$ cat src/rtl/oc_seq_pkg.sv
package oc_seq_pkg;
  typedef enum logic [1:0] {
    WIN_IDLE   = 2'd0,
    WIN_FIRST  = 2'd1,
    WIN_SECOND = 2'd2
  } win_state_e;
endpackage

$ cat src/rtl/oc_tick_qual.sv
module oc_tick_qual (
  input  logic clk_i,
  input  logic rst_ni,
  input  logic active_i,
  input  logic tick_i,
  input  logic flag_i,
  output logic samp_o,
  output logic trip_o,
  output logic skip_o
);
  assign samp_o = tick_i & active_i;
  assign trip_o = samp_o & flag_i;

  // skip decision held for one full switching cycle
  always_ff @(posedge clk_i or negedge rst_ni) begin
    if (!rst_ni)        skip_o <= 1'b0;
    else if (!active_i) skip_o <= 1'b0;
    else if (tick_i)    skip_o <= flag_i;
  end
endmodule

$ cat src/rtl/oc_window_fsm.sv
module oc_window_fsm
  import oc_seq_pkg::*;
#(
  parameter int WIN_CYCLES = 8,
  localparam int CNT_W = $clog2(2 * WIN_CYCLES + 1)
) (
  input  logic             clk_i,
  input  logic             rst_ni,
  input  logic             active_i,
  input  logic             hold_i,
  input  logic             samp_i,
  input  logic             trip_i,
  output logic             latch_req_o,
  output win_state_e       state_o,
  output logic [CNT_W-1:0] cnt_o
);
  localparam logic [CNT_W-1:0] WinL    = CNT_W'(WIN_CYCLES);
  localparam logic [CNT_W-1:0] TwoWinL = CNT_W'(2 * WIN_CYCLES);

  win_state_e       st_q, st_n;
  logic [CNT_W-1:0] cnt_q, cnt_n, k;

  assign k = cnt_q + 1'b1;

  always_comb begin
    st_n        = st_q;
    cnt_n       = cnt_q;
    latch_req_o = 1'b0;
    if (samp_i && !hold_i) begin
      unique case (st_q)
        WIN_IDLE: begin
          if (trip_i) begin
            st_n  = WIN_FIRST;
            cnt_n = '0;
          end
        end
        WIN_FIRST, WIN_SECOND: begin
          if (k == TwoWinL) begin
            // clean run: self-reset, a trip here opens a fresh period
            st_n  = trip_i ? WIN_FIRST : WIN_IDLE;
            cnt_n = '0;
          end else if (k >= WinL) begin
            if (trip_i) begin
              latch_req_o = 1'b1;
              st_n        = WIN_IDLE;
              cnt_n       = '0;
            end else begin
              st_n  = WIN_SECOND;
              cnt_n = k;
            end
          end else begin
            cnt_n = k;
          end
        end
        default: begin
          st_n  = WIN_IDLE;
          cnt_n = '0;
        end
      endcase
    end
  end

  always_ff @(posedge clk_i or negedge rst_ni) begin
    if (!rst_ni) begin
      st_q  <= WIN_IDLE;
      cnt_q <= '0;
    end else if (!active_i || hold_i) begin
      st_q  <= WIN_IDLE;
      cnt_q <= '0;
    end else begin
      st_q  <= st_n;
      cnt_q <= cnt_n;
    end
  end

  assign state_o = st_q;
  assign cnt_o   = cnt_q;
endmodule

$ cat src/rtl/oc_fault_latch.sv
module oc_fault_latch (
  input  logic clk_i,
  input  logic rst_ni,
  input  logic active_i,
  input  logic set_i,
  output logic fault_o
);
  always_ff @(posedge clk_i or negedge rst_ni) begin
    if (!rst_ni)        fault_o <= 1'b0;
    else if (!active_i) fault_o <= 1'b0;
    else if (set_i)     fault_o <= 1'b1;
  end
endmodule

$ cat src/rtl/oc_pulse_skip_seq.sv
module oc_pulse_skip_seq
  import oc_seq_pkg::*;
#(
  parameter int WIN_CYCLES = 8,
  localparam int CNT_W = $clog2(2 * WIN_CYCLES + 1)
) (
  input  logic clk_i,
  input  logic rst_ni,
  input  logic en_i,
  input  logic supply_ok_i,
  input  logic cyc_tick_i,
  input  logic oc_flag_i,
  output logic hs_inhibit_o,
  output logic fault_o,
  output logic pg_low_o
);
  logic             active, samp, trip, skip, latch_req, fault;
  win_state_e       win_state;
  logic [CNT_W-1:0] win_cnt;

  assign active = en_i & supply_ok_i;

  oc_tick_qual u_qual (
    .clk_i    (clk_i),
    .rst_ni   (rst_ni),
    .active_i (active),
    .tick_i   (cyc_tick_i),
    .flag_i   (oc_flag_i),
    .samp_o   (samp),
    .trip_o   (trip),
    .skip_o   (skip)
  );

  oc_window_fsm #(.WIN_CYCLES(WIN_CYCLES)) u_win (
    .clk_i       (clk_i),
    .rst_ni      (rst_ni),
    .active_i    (active),
    .hold_i      (fault),
    .samp_i      (samp),
    .trip_i      (trip),
    .latch_req_o (latch_req),
    .state_o     (win_state),
    .cnt_o       (win_cnt)
  );

  oc_fault_latch u_latch (
    .clk_i    (clk_i),
    .rst_ni   (rst_ni),
    .active_i (active),
    .set_i    (latch_req),
    .fault_o  (fault)
  );

  assign fault_o      = fault;
  assign hs_inhibit_o = skip | fault | ~active;
  assign pg_low_o     = fault | ~active;
endmodule

$ cat config.mk
export PLATFORM = sky130hd
export DESIGN_NAME = oc_pulse_skip_seq
export DESIGN_NICKNAME = d
export VERILOG_FILES = /design/src/rtl/oc_seq_pkg.sv /design/src/rtl/oc_tick_qual.sv /design/src/rtl/oc_window_fsm.sv /design/src/rtl/oc_fault_latch.sv /design/src/rtl/oc_pulse_skip_seq.sv
export SDC_FILE = /design/constraint.sdc
export NUM_CORES = 1
export LEC_CHECK = 0
export BUFFER_PORTS_ARGS = -buffer_cell sky130_fd_sc_hd__buf_2
export CORE_AREA = 2 2 39 41
export DETAILED_ROUTE_END_ITERATION = 16
export DIE_AREA = 0 0 41 43
export PLACE_DENSITY = 0.75
export SYNTH_ARGS = -nofsm -noshare
export SYNTH_HDL_FRONTEND = slang
export SYNTH_HIERARCHICAL = 1
export SYNTH_SLANG_ARGS = --single-unit
$ cat constraint.sdc
create_clock -name clk_i -period 4.5 [get_ports clk_i]
set_input_delay 0.9 -clock clk_i [delete_from_list [all_inputs] [get_ports clk_i]]
set_output_delay 0.9 -clock clk_i [all_outputs]
set_load 0.01 [all_outputs]
==> results of run 1 <==
## placed cells by master, fill, tap and decap left out, types with 2 or more instances in the layout
cell / Yosys / final
sky130_fd_sc_hd__a2111oi_2: 2 / 2
sky130_fd_sc_hd__a21oi_1: 3 / 3
sky130_fd_sc_hd__a311oi_1: 2 / 2
sky130_fd_sc_hd__and3_1: 2 / 2
sky130_fd_sc_hd__buf_2: 0 / 8
sky130_fd_sc_hd__clkbuf_4: 0 / 3
sky130_fd_sc_hd__dfrtp_1: 9 / 9
sky130_fd_sc_hd__ha_1: 4 / 4
sky130_fd_sc_hd__inv_1: 6 / 6
sky130_fd_sc_hd__nand2_1: 11 / 11
sky130_fd_sc_hd__nand2b_1: 3 / 3
sky130_fd_sc_hd__nor2b_1: 4 / 4
sky130_fd_sc_hd__nor3b_1: 2 / 2
sky130_fd_sc_hd__o21ai_0: 4 / 4
sky130_fd_sc_hd__or3_1: 2 / 2
## registers in the layout, indices dropped and copies added, names as in the netlist
signal / count
u_latch/fault_o: 1
u_qual/skip_o: 1
u_win/cnt_o: 5
u_win/state_o: 2
## stage by stage
stage	setup slack, ns	std cells
2_1_floorplan	2.16	76
3_3_place_gp	1.93	99
3_5_place_dp	1.80	99
4_1_cts	2.05	103
5_1_grt	1.89	103
6_report	2.04	103
## cells by family (layout without fill, tap and decap cells)
| kind of cell | after synthesis | count (layout) | share of synthesized area |
|---|---|---|---|
| and+or+nand+nor | 31 | 31 | 0.256 |
| xor gates and xnor gates | 1 | 1 | 0.0122 |
| DFF | 9 | 9 | 0.313 |
| AOI/OAI and AO/OA | 21 | 21 | 0.264 |
| adders and majority gates | 4 | 4 | 0.0696 |
| buffers and inverters | 8 | 19 | 0.0522 |
| muxes | 2 | 2 | 0.0330 |
## worst max-delay path: stages
cell	delay [ns]
sky130_fd_sc_hd__buf_2	0.11
sky130_fd_sc_hd__and2_1	0.18
sky130_fd_sc_hd__and3_2	0.23
sky130_fd_sc_hd__o21ai_0	0.47
sky130_fd_sc_hd__nor2b_1	0.42
sky130_fd_sc_hd__nand2b_1	0.19
sky130_fd_sc_hd__o22ai_1	0.09
## layout make-up
cell class,instances,area [sq um],share of cell area
timing repair buffer,8,40.0,0.0504
tap,16,20.0,0.0252
multi-input combinational,59,457,0.575
clock buffer,4,26.3,0.0331
sequential,9,225,0.283
inverter,7,26.3,0.0331
## power breakdown
group	internal (uW)	switching (uW)	total (uW)
registers	81.2	0.226	81.4
clock network	34.1	27.8	62.0
logic	4.62	7.00	11.6
total	120	35.0	155
## final timing paths
check                                     start               end  cells past startpoint
worst max-delay path                       en_i    u_win/cnt_o[2]                      7
worst min-delay path                     rst_ni    u_win/cnt_o[4]                      1
worst max register to register   u_win/cnt_o[0]  u_win/state_o[0]                      6
worst min register to register  u_latch/fault_o   u_latch/fault_o                      1
max in group asynchronous                rst_ni    u_win/cnt_o[0]                      1
min in group clk_i              u_latch/fault_o   u_latch/fault_o                      1
## layer usage
metal  part of all wire  wire length [microns]  GRT usage  up-vias
met5                  0                      0          0        -
met4             0.0088                     12      0.107        0
met3              0.027                     37     0.0314        2
met2               0.46                    623      0.281        9
met1               0.51                    691      0.281      269
li1                   -                      -          -      300
==> results.md, run 1 <==
- After the last flow step, the layout net total stands at between 90 and 100.
- The via count normalized by instance count is 5.63.
- The share of synthesized flip-flops with an asynchronous set or reset is 1.00.
- The number of top-level pins is 9.
- In this run the post-CTS setup repair buffer count came out at 0.
- The synthesized design spends more area on one cell type than any other, namely sky130_fd_sc_hd__dfrtp_1.
- The worst-case clock skew is 0.00333 ns.
- The synthesized design contains 0 enable-type register cells.
- The clock latency on the worst-skew pair is 0.26 ns.
- For the worst setup path, the data arrival time is between 2 and 3 ns.
- The post-synthesis area per instance is roughly 9.5 sq um.
- The setup-violating endpoint count in the final report is 0.
- The primary flip-flop cell chosen by synthesis mapping is sky130_fd_sc_hd__dfrtp_1.
- After detailed placement, the total cell area comes to 768 sq um.
- The post-detailed-route DRC marker count is 0.
- The detailed router finished its first iteration with 9 violations.
- The number of max-cap violations is 0.
- Entering global routing, the biggest net connects 11 pins.
- VDD sags by at most ~0.14 mV.
- The sequential fraction of the synthesis area is 0.313.
- Yosys attributes the largest share of cell area to sky130_fd_sc_hd__dfrtp_1, sky130_fd_sc_hd__ha_1, sky130_fd_sc_hd__nand2_1, sky130_fd_sc_hd__a2111oi_2, sky130_fd_sc_hd__o41ai_4.
- Across every metal layer, demand over resource in global routing totals 0.200.
- Summed over all layers, the global routing overflow is 0.
- Among all cell types in the netlist, the one instantiated most often is sky130_fd_sc_hd__nand2_1.
- The detailed router placed between 500 and 600 vias in this run.
- The die footprint is 1760 sq um.
- Summed over all cells, the static leakage comes to 0.000350 uW.
- The worst hold path belongs to the class in2async.
- After routing the design area is ~800 sq um.
- The power consumption is 155 uW.
- The type of the setup path with the least slack is in2reg.
- The largest fanout on the critical path is 7.
- The total wire length after detailed routing is between 1 and 1.5 mm.
- The cell sitting at the root of the clock tree is a sky130_fd_sc_hd__clkbuf_4.
- The fraction of the cycle the final worst path needs is 0.546.
- The repair_antennas step left the layout with diodes totalling 0.
- In the final routed layout, each cell accounts on average for 13.2 microns.
- In this run the core area contains 14 standard-cell rows.
- The post-route setup TNS is 0 ns.
- The run finished with clean final reports.
- The deepest clock path buffer count is 2.
- The required time at the worst-slack endpoint is about 4.6 ns.
- Measured on the finished design, the core utilization comes to 0.574.
- For this configuration, the core starts out at a cell density of 0.520.
- The net count of the mapped netlist is 86.
- The detail route stage leaves a number of antenna-violating nets equal to 0.
- The commonest cells after synthesis are sky130_fd_sc_hd__nand2_1, sky130_fd_sc_hd__dfrtp_1, sky130_fd_sc_hd__inv_1.
- Setup slack on the worst reg-to-reg path comes out at roughly 2.3 ns.
- STA classifies the critical path startpoint as an input pin.
- The number of global-route vias before repair came to around 570.
- Headroom to the max-slew limit came out at 0.629.
- For the pin with the worst max-slew slack, the measured transition is 0.550 ns.
- Hold is met by ~0.5 ns.
- The synthesized design contains 9 register bits.
- The number of warnings reported in the yosys synthesis log is 6.
- The nature of the critical path endpoint is a flop.
- After floorplanning, the core was sized to cover 1380 sq um.
- The global-route wire length before repair is around 2.4 mm.
- The floorplan step set the die height to 43 microns.
- Derived from the worst setup path, the maximum achievable clock frequency is a little over 400 MHz.
- After clock tree synthesis, the repair step resized 0 gates.
- The total CTS buffers is 3.
- The number of different library cells in the post-synthesis netlist is 35.
- The total count of hold-check failures in the final report came to 0.
- The number of levels the H-tree was split into is 1.
- Counting every sink on the clock net gives 9.
- The count of pins over their slew limit was 0.
- The layout-stage area growth over the synthesis result is 10.4%.
- Measured along the x axis, the die boundary spans between 40 and 50 microns.
- The clock edge transition at the registers on the reported setup and hold paths is about 0.06 ns.
- For this design, the CTS-stage hold fixing added 0 buffers.
- The initial antenna violation count came to 0.
- After layout, the minimum clock period comes to 2.46 ns.
- The count of filler cells inserted in the layout is 133.
- The fraction of post-synthesis cell area in the top cell type by area is 0.313.
- The cell area that synthesis handed to floorplanning was 719 sq um.
- After legalization and detailed placement, the total HPWL measured slightly above 1 mm.
- Setup repair after global routing left no endpoint under its margin.
- The first detailed-routing pass ran for 3 iterations.
- TritonCTS built the clock tree.
- In this run the power density over the cells is approximately 200 nW/um^2.
- After technology mapping, the gate count stands at 76.
- The number of buffers added on ports is 8.
- The share of post-route cells with drive strength above 1 is 0.241.
- The congestion estimate from routability-driven global placement came to ~0.82.
(Power assumes the default switching activity.)
==> run 2, diff against run 1 <==
Settings changed: CORE_AREA 2 2 39 41 to unset, CORE_MARGIN set to 2, CORE_UTILIZATION set to 55, DIE_AREA 0 0 41 43 to unset, PLACE_DENSITY 0.75 to 0.76.
Clock period 4.5 ns to 2.5 ns, I/O delays scaled along.
==> run 2 against run 1 <==
Global-route usage rose by 0.83 points. Register-to-register slack got worse by 1.9 ns. Sequential share of layout area barely moved. Routed wire length rose by 0.95%. Clock skew rose by 0.0037 ns. Count of clock-buffer cells in the layout did not move. Setup slack got worse by 1.7 ns. Critical path depth fell by 1. Critical path type is now reg2reg. Highest routed layer unchanged.
==> results.md, run 2 (synthesis gave the netlist of run 1 again) <==
- The core region is between 1000 and 1500 sq um.
- The average detailed-routed wire length per instance is roughly 14 microns.
- In the global route stage, overall resource usage came out at 0.208.
- The total CTS buffers is 3.
- The die covers approximately 1600 sq um.
- The largest stage delay on the critical path is approximately 0.51 ns.
- The critical path in this run is classified as reg2reg.
- The final design instance area without fill is 793 sq um.
- The number of global-route vias before repair is around 450.
- In the routed design, unresolved DRC markers number 0.
- The critical path goes through ha_1 -> and3_1 -> mux2i_2 -> a41oi_1 -> or3_1 -> a21oi_2.
- The total count of hold-check failures in the final report is 0.
- From bottom edge to top edge, the die measures roughly 40 microns.
- The worst path in the final design needs a cycle of roughly 2.1 ns, including I/O delays and setup.
- In the routed layout, each cell is associated on average with a via count of around 5.7.
- The setup-violating endpoint count in the final report is 0.
- The clock latency on the worst-skew pair is approximately 0.25 ns.
- At the pin with the least slew margin, the transition time is around 0.5 ns.
- The clock tree from TritonCTS is yes.
- The cts-stage hold buffer count is 0.
- Row generation in the floorplan step produced 13 rows.
- The layout-stage area growth over the synthesis result is 10.3%.
- In this run the tool buffered the top-level ports with 8 buffer cells.
- After the last flow step, the layout net total stands at 98.
- The initial antenna violation count is 0.
- The startpoint class of the critical path is a flop.
- After global routing the overflow that remains totals 0.
- After routing, the total negative slack on setup checks comes to 0 ns.
- The peak supply drop is 0.316 mV.
- The number of sinks handled by clock tree synthesis is 9.
- The nature of the critical path endpoint is a flop.
- The run finished with clean final reports.
- The deepest clock path buffer count is 2.
- In this run the number of H-tree levels came out at 1.
- The fraction of the cycle the final worst path needs is 0.848.
- The largest fanout on the critical path is 8.
- The remaining antenna violation count is 0.
- The DRC violation total after the first TritonRoute iteration is 18.
- The relative slew slack is 0.662.
- Setup repair after global routing left no endpoint under its margin.
- After detailed routing, the total wire length is about 1.4 mm.
- The cell with the largest stage delay on the worst path is sky130_fd_sc_hd__dfrtp_1.
- The register with the most flip-flops in the layout has 5 of them.
- The effective utilization at floorplan is 0.574.
- The library cell used most frequently in the layout, excluding fill and tap cells, is sky130_fd_sc_hd__nand2_1.
- The power consumption is 279 uW.
- The layout has ~110 filler cells.
- The buffer count from post-CTS setup fixing is 0.
- The count of inserted antenna diode cells is 0.
- The global-route wire length before repair is around 2.1 mm.
- The HPWL after detailed placement is between 1 and 1.5 mm.
- The final RePlAce weighted congestion is 0.845.
- The class of the worst hold path is in2async.
- The total via count in the routed design is between 500 and 600.
- The count of pins over their slew limit is 0.
- In the final layout, the share of cells above drive strength 1 is 0.241.
- The top cell types in the final layout, fill and taps aside, are sky130_fd_sc_hd__nand2_1, sky130_fd_sc_hd__dfrtp_1, sky130_fd_sc_hd__buf_2.
- The static leakage is 0.000350 uW.
- The number of max-cap violations is 0.
- After clock tree synthesis, the clock-pin slew on the worst setup and hold paths is 0.07 ns.
- The source of the critical timing path is u_win/cnt_o[0].
- The horizontal die dimension is about 40 microns.
- The maximum clock rate is approximately 470 MHz.
- The startpoint identified for the worst register-to-register timing path is u_win/cnt_o[0].
- Entering global routing, the biggest net connects 11 pins.
- At the worst endpoint, the arrival time is approximately 2.3 ns.
- In this run the cell area measured after placement is 767 sq um.
- The required time at the worst-slack endpoint is roughly 2.7 ns.
- The root buffer cell is sky130_fd_sc_hd__clkbuf_4.
- The first-pass detailed-route iteration total is 4.
- The worst-case clock skew is around 0.007 ns.
- The cell area power density is approximately 350 nW/um^2.
- The post-cts repair resize count is 0.
- 9 I/O pins were placed.
-- run 2: layout make-up --
cell class	count	area, sq um	area share
repair buffers	8	40.0	0.0505
inverters	7	26.3	0.0331
clock buffers	4	26.3	0.0331
flip-flops and latches	9	225	0.284
multi-input cells	59	457	0.576
well taps	15	18.8	0.0237
-- run 2: layer usage --
| metal | global-route usage | vias up | wire, microns |
|---|---|---|---|
| met5 | 0 | - | 0 |
| met4 | 0.103 | 0 | 21 |
| met3 | 0.0500 | 2 | 31 |
| met2 | 0.262 | 7 | 595 |
| met1 | 0.317 | 273 | 729 |
| li1 | - | 302 | - |
-- run 2: worst paths after layout --
kind                                          to  slack, ns  cells past startpoint
worst max register to register  u_win/state_o[0]       0.38                      6
min in group clk_i                 u_qual/skip_o       0.55                      3
worst min-delay path            u_win/state_o[1]       0.09                      1
worst max-delay path            u_win/state_o[0]       0.38                      6
max in group asynchronous         u_win/cnt_o[4]       2.22                      1
worst min register to register   u_latch/fault_o       0.56                      1
-- run 2: where the power goes --
part | internal (uW) | switching (uW)
clock | 61.3 | 50.0
sequential | 146 | 0.337
combinational | 8.31 | 12.8
-- run 2: stage by stage --
stage	setup WS (ns)	instances	util	hold slack, ns
after global routing	0.214	102	0.633	0.0890
after CTS	0.390	102	0.633	0.0935
after global placement	0.194	98	0.612	0.365
after floorplan	0.549	76	-	0.204
after detailed placement	0.173	98	0.612	0.368
final	0.379	102	0.633	0.0899
-- run 2: worst max-delay path, delay by kind of cell (launching register included) --
| kind | cells | cell delay [ns] |
|---|---|---|
| DFF | 1 | 0.51 |
| adders and majority gates | 1 | 0.31 |
| and+or+nand+nor | 2 | 0.62 |
| AOI/OAI and AO/OA | 2 | 0.27 |
| muxes | 1 | 0.34 |
==> run 3, diff against run 2 <==
Clock period 2.5 ns to 2 ns, I/O delays scaled along.
==> run 3 against run 2 <==
Combinational power grew 49%. Final cell count is 5.9% higher. Clock power up 31%. Routed wire length grew 14%. Clock skew down 0.0057 ns. First-iteration DRC count up 33%. Non-clock buffer count up 6. Total power grew 29%. Register-to-register slack got worse by 0.27 ns. Critical path depth unchanged. Sequential share of layout area decreased by 2.0 points. Count of clock-buffer cells in the layout did not move.
==> results.md, run 3 (synthesis gave the netlist of run 1 again) <==
- The run finished with clean final reports.
- The clock drives 9 sinks.
- The total via count in the routed design is between 600 and 700.
- The remaining antenna violation count is 0.
- The library cells used most frequently in the layout, excluding fill and tap cells, are sky130_fd_sc_hd__nand2_1, sky130_fd_sc_hd__dfrtp_1, sky130_fd_sc_hd__buf_2.
- For the final routed database, the setup TNS stands at 0 ns.
- The area of the core is roughly 1300 sq um.
- The most critical setup path has its startpoint at u_win/cnt_o[0].
- The die height is 40.2 microns.
- The slew at the pin closest to its max-slew limit is roughly 0.42 ns.
- The die covers around 1600 sq um.
- The smallest clock period supported by the final layout is computed as 1.89 ns.
- In the final layout, the share of cells above drive strength 1 is 0.301.
- The first-pass detailed-route iteration total is 4.
- In this run the tool buffered the top-level ports with 8 buffer cells.
- In this run the worst hold path is classified as in2reg.
- Across every metal layer, demand over resource in global routing totals 0.217.
- The total congestion overflow is 0.
- The static leakage is about 0.00038 uW.
- The root buffer cell is sky130_fd_sc_hd__clkbuf_4.
- The worst setup path is launched from a flop.
- The critical path ends at u_win/state_o[0].
- Setup repair after global routing left no endpoint under its margin.
- Of all nets on the critical path, the largest fanout is 5.
- The clock latency on the worst-skew pair is roughly 0.26 ns.
- After clock tree synthesis, the setup repair step added 0 buffers.
- CTS built an H-tree with a depth of 1.
- For this block, the initial DRC count from the detailed router was 24.
- The endpoint identified for the worst register-to-register timing path is u_win/state_o[0].
- The number of global-route vias before repair is ~520.
- The worst hold path passes through 3 cells.
- Once detailed placement completed, the half-perimeter wirelength came to around 1.2 mm.
- The effective utilization at floorplan is 0.574.
- After detailed routing, the number of remaining DRC violations is 0.
- The count of pins over their slew limit came to 0.
- The setup check on the worst reg-to-reg path leaves a slack of roughly 0.11 ns.
- Max-cap violations in this run came to 0.
- On the final layout, the worst hold slack is between 0.4 and 0.5 ns.
- In the final design database the tool counted 104 nets.
- Entering global routing, the biggest net connects 11 pins.
- For this run, the share of the core covered by cells in the final layout is 0.681.
- Dividing the detail-routed via count by the number of cells gives 5.93.
- In this run the power density over the cells is about 420 nW/um^2.
- The critical path in this run is classified as reg2reg.
- The die is roughly 40 microns wide.
- The fraction of the cycle the final worst path needs is 0.944.
- The combined area of the multi-input logic cells is ~470 sq um.
- The final RePlAce weighted congestion is 0.780.
- Setup violations remaining at the end of the flow were counted as 0.
- In this run the tightest slew margin relative to its limit is 0.721.
- From synthesis to final layout, the design area changed by 18.6%.
- The number of rows in the core area is 13.
- The count of filler cells inserted in the layout is between 100 and 150.
- The register with the most flip-flops in the layout has 5 of them.
- The worst register-to-register path has a depth of 6.
- The clock edge transition at the registers on the reported setup and hold paths is about 0.060 ns.
- In this run the most critical hold path is launched from oc_flag_i.
- For this run, the top clock speed supported by timing is ~530 MHz.
- The first global-routing pass estimated around 2.2 mm of wire.
- The total wire length after detailed routing is approximately 1.6 mm.
- At the placement stage, the worst setup path has a slack of around 0.017 ns.
- The count of inserted antenna diode cells is 0.
- The clock tree from TritonCTS is yes.
- Across the whole layout, storage elements account for 225 sq um.
- STA classifies the critical path endpoint as a flop.
- Setup slack closes at between 0.1 and 0.15 ns.
- The most frequent standard cell in the layout excluding fill and tap cells is sky130_fd_sc_hd__nand2_1.
- On the final layout, the worst clock skew is around 0.0012 ns.
- The total count of hold-check failures in the final report is 0.
- For the worst setup path, the data required time is 2.19 ns.
- Clock tree synthesis inserted a total of 3 buffers.
- In the final routed layout, each cell accounts on average for about 15 microns.
- The worst register-to-register path begins at u_win/cnt_o[0].
- Pin placement for this block handled 9 I/O pins.
- The initial antenna violation count is 0.
- For the worst setup path, the data arrival time is 2.08 ns.
- IR analysis of the VDD net gives a maximum drop of 0.387 mV.
- The deepest clock path buffer count is 2.
run 3: metrics by stage:
step	total power, uW	cells	cell area, sq um
2_1_floorplan	199	76	719
3_3_place_gp	215	103	805
3_5_place_dp	216	103	805
4_1_cts	362	108	841
5_1_grt	374	108	853
6_report	359	108	853
run 3: how the worst min path moves through the flow:
stage                                  to  slack [ns]
after global routing        u_qual/skip_o        0.46
after global placement     u_win/cnt_o[3]        0.26
after floorplan           u_latch/fault_o        0.10
after detailed placement   u_win/cnt_o[3]        0.27
after CTS                   u_qual/skip_o        0.44
final                       u_qual/skip_o        0.44
run 3: repair_timing:
| item | 4_1_cts | 5_1_grt |
|---|---|---|
| hold buffers | 1 | 0 |
| resized for setup | 0 | 3 |
| hold endpoints to repair | 9 | 0 |
| setup endpoints to repair | 0 | 2 |
run 3: cell type report:
| type | count | share of cell area |
|---|---|---|
| multi-input combinational | 59 | 0.550 |
| sequential | 9 | 0.264 |
| timing repair buffer | 14 | 0.103 |
| clock buffer | 4 | 0.0308 |
| inverter | 7 | 0.0308 |
| tap | 15 | 0.0220 |
run 3: per-layer routing:
layer  share of wire  GRT usage  vias to the layer above
met4           0.021      0.129                        0
met5               0          0                        -
li1                -          -                      314
met3           0.046     0.0500                        7
met1            0.42      0.253                      293
met2            0.51      0.359                       26
run 3: critical path, stage by stage (launching register included):
cell and delay [ns]:
sky130_fd_sc_hd__dfrtp_1 0.35, sky130_fd_sc_hd__ha_2 0.24, sky130_fd_sc_hd__inv_2 0.07, sky130_fd_sc_hd__o41ai_4 0.49
sky130_fd_sc_hd__a41oi_1 0.17, sky130_fd_sc_hd__or3_1 0.38, sky130_fd_sc_hd__a21oi_2 0.12
run 3: where the power goes:
part           leakage (uW)  total, uW  switching [uW]  internal [uW]
registers          0.000126        183           0.363            183
clock network     0.0000150        145            67.5           77.1
logic              0.000237       31.5            17.2           14.3
total              0.000377        359            85.1            274
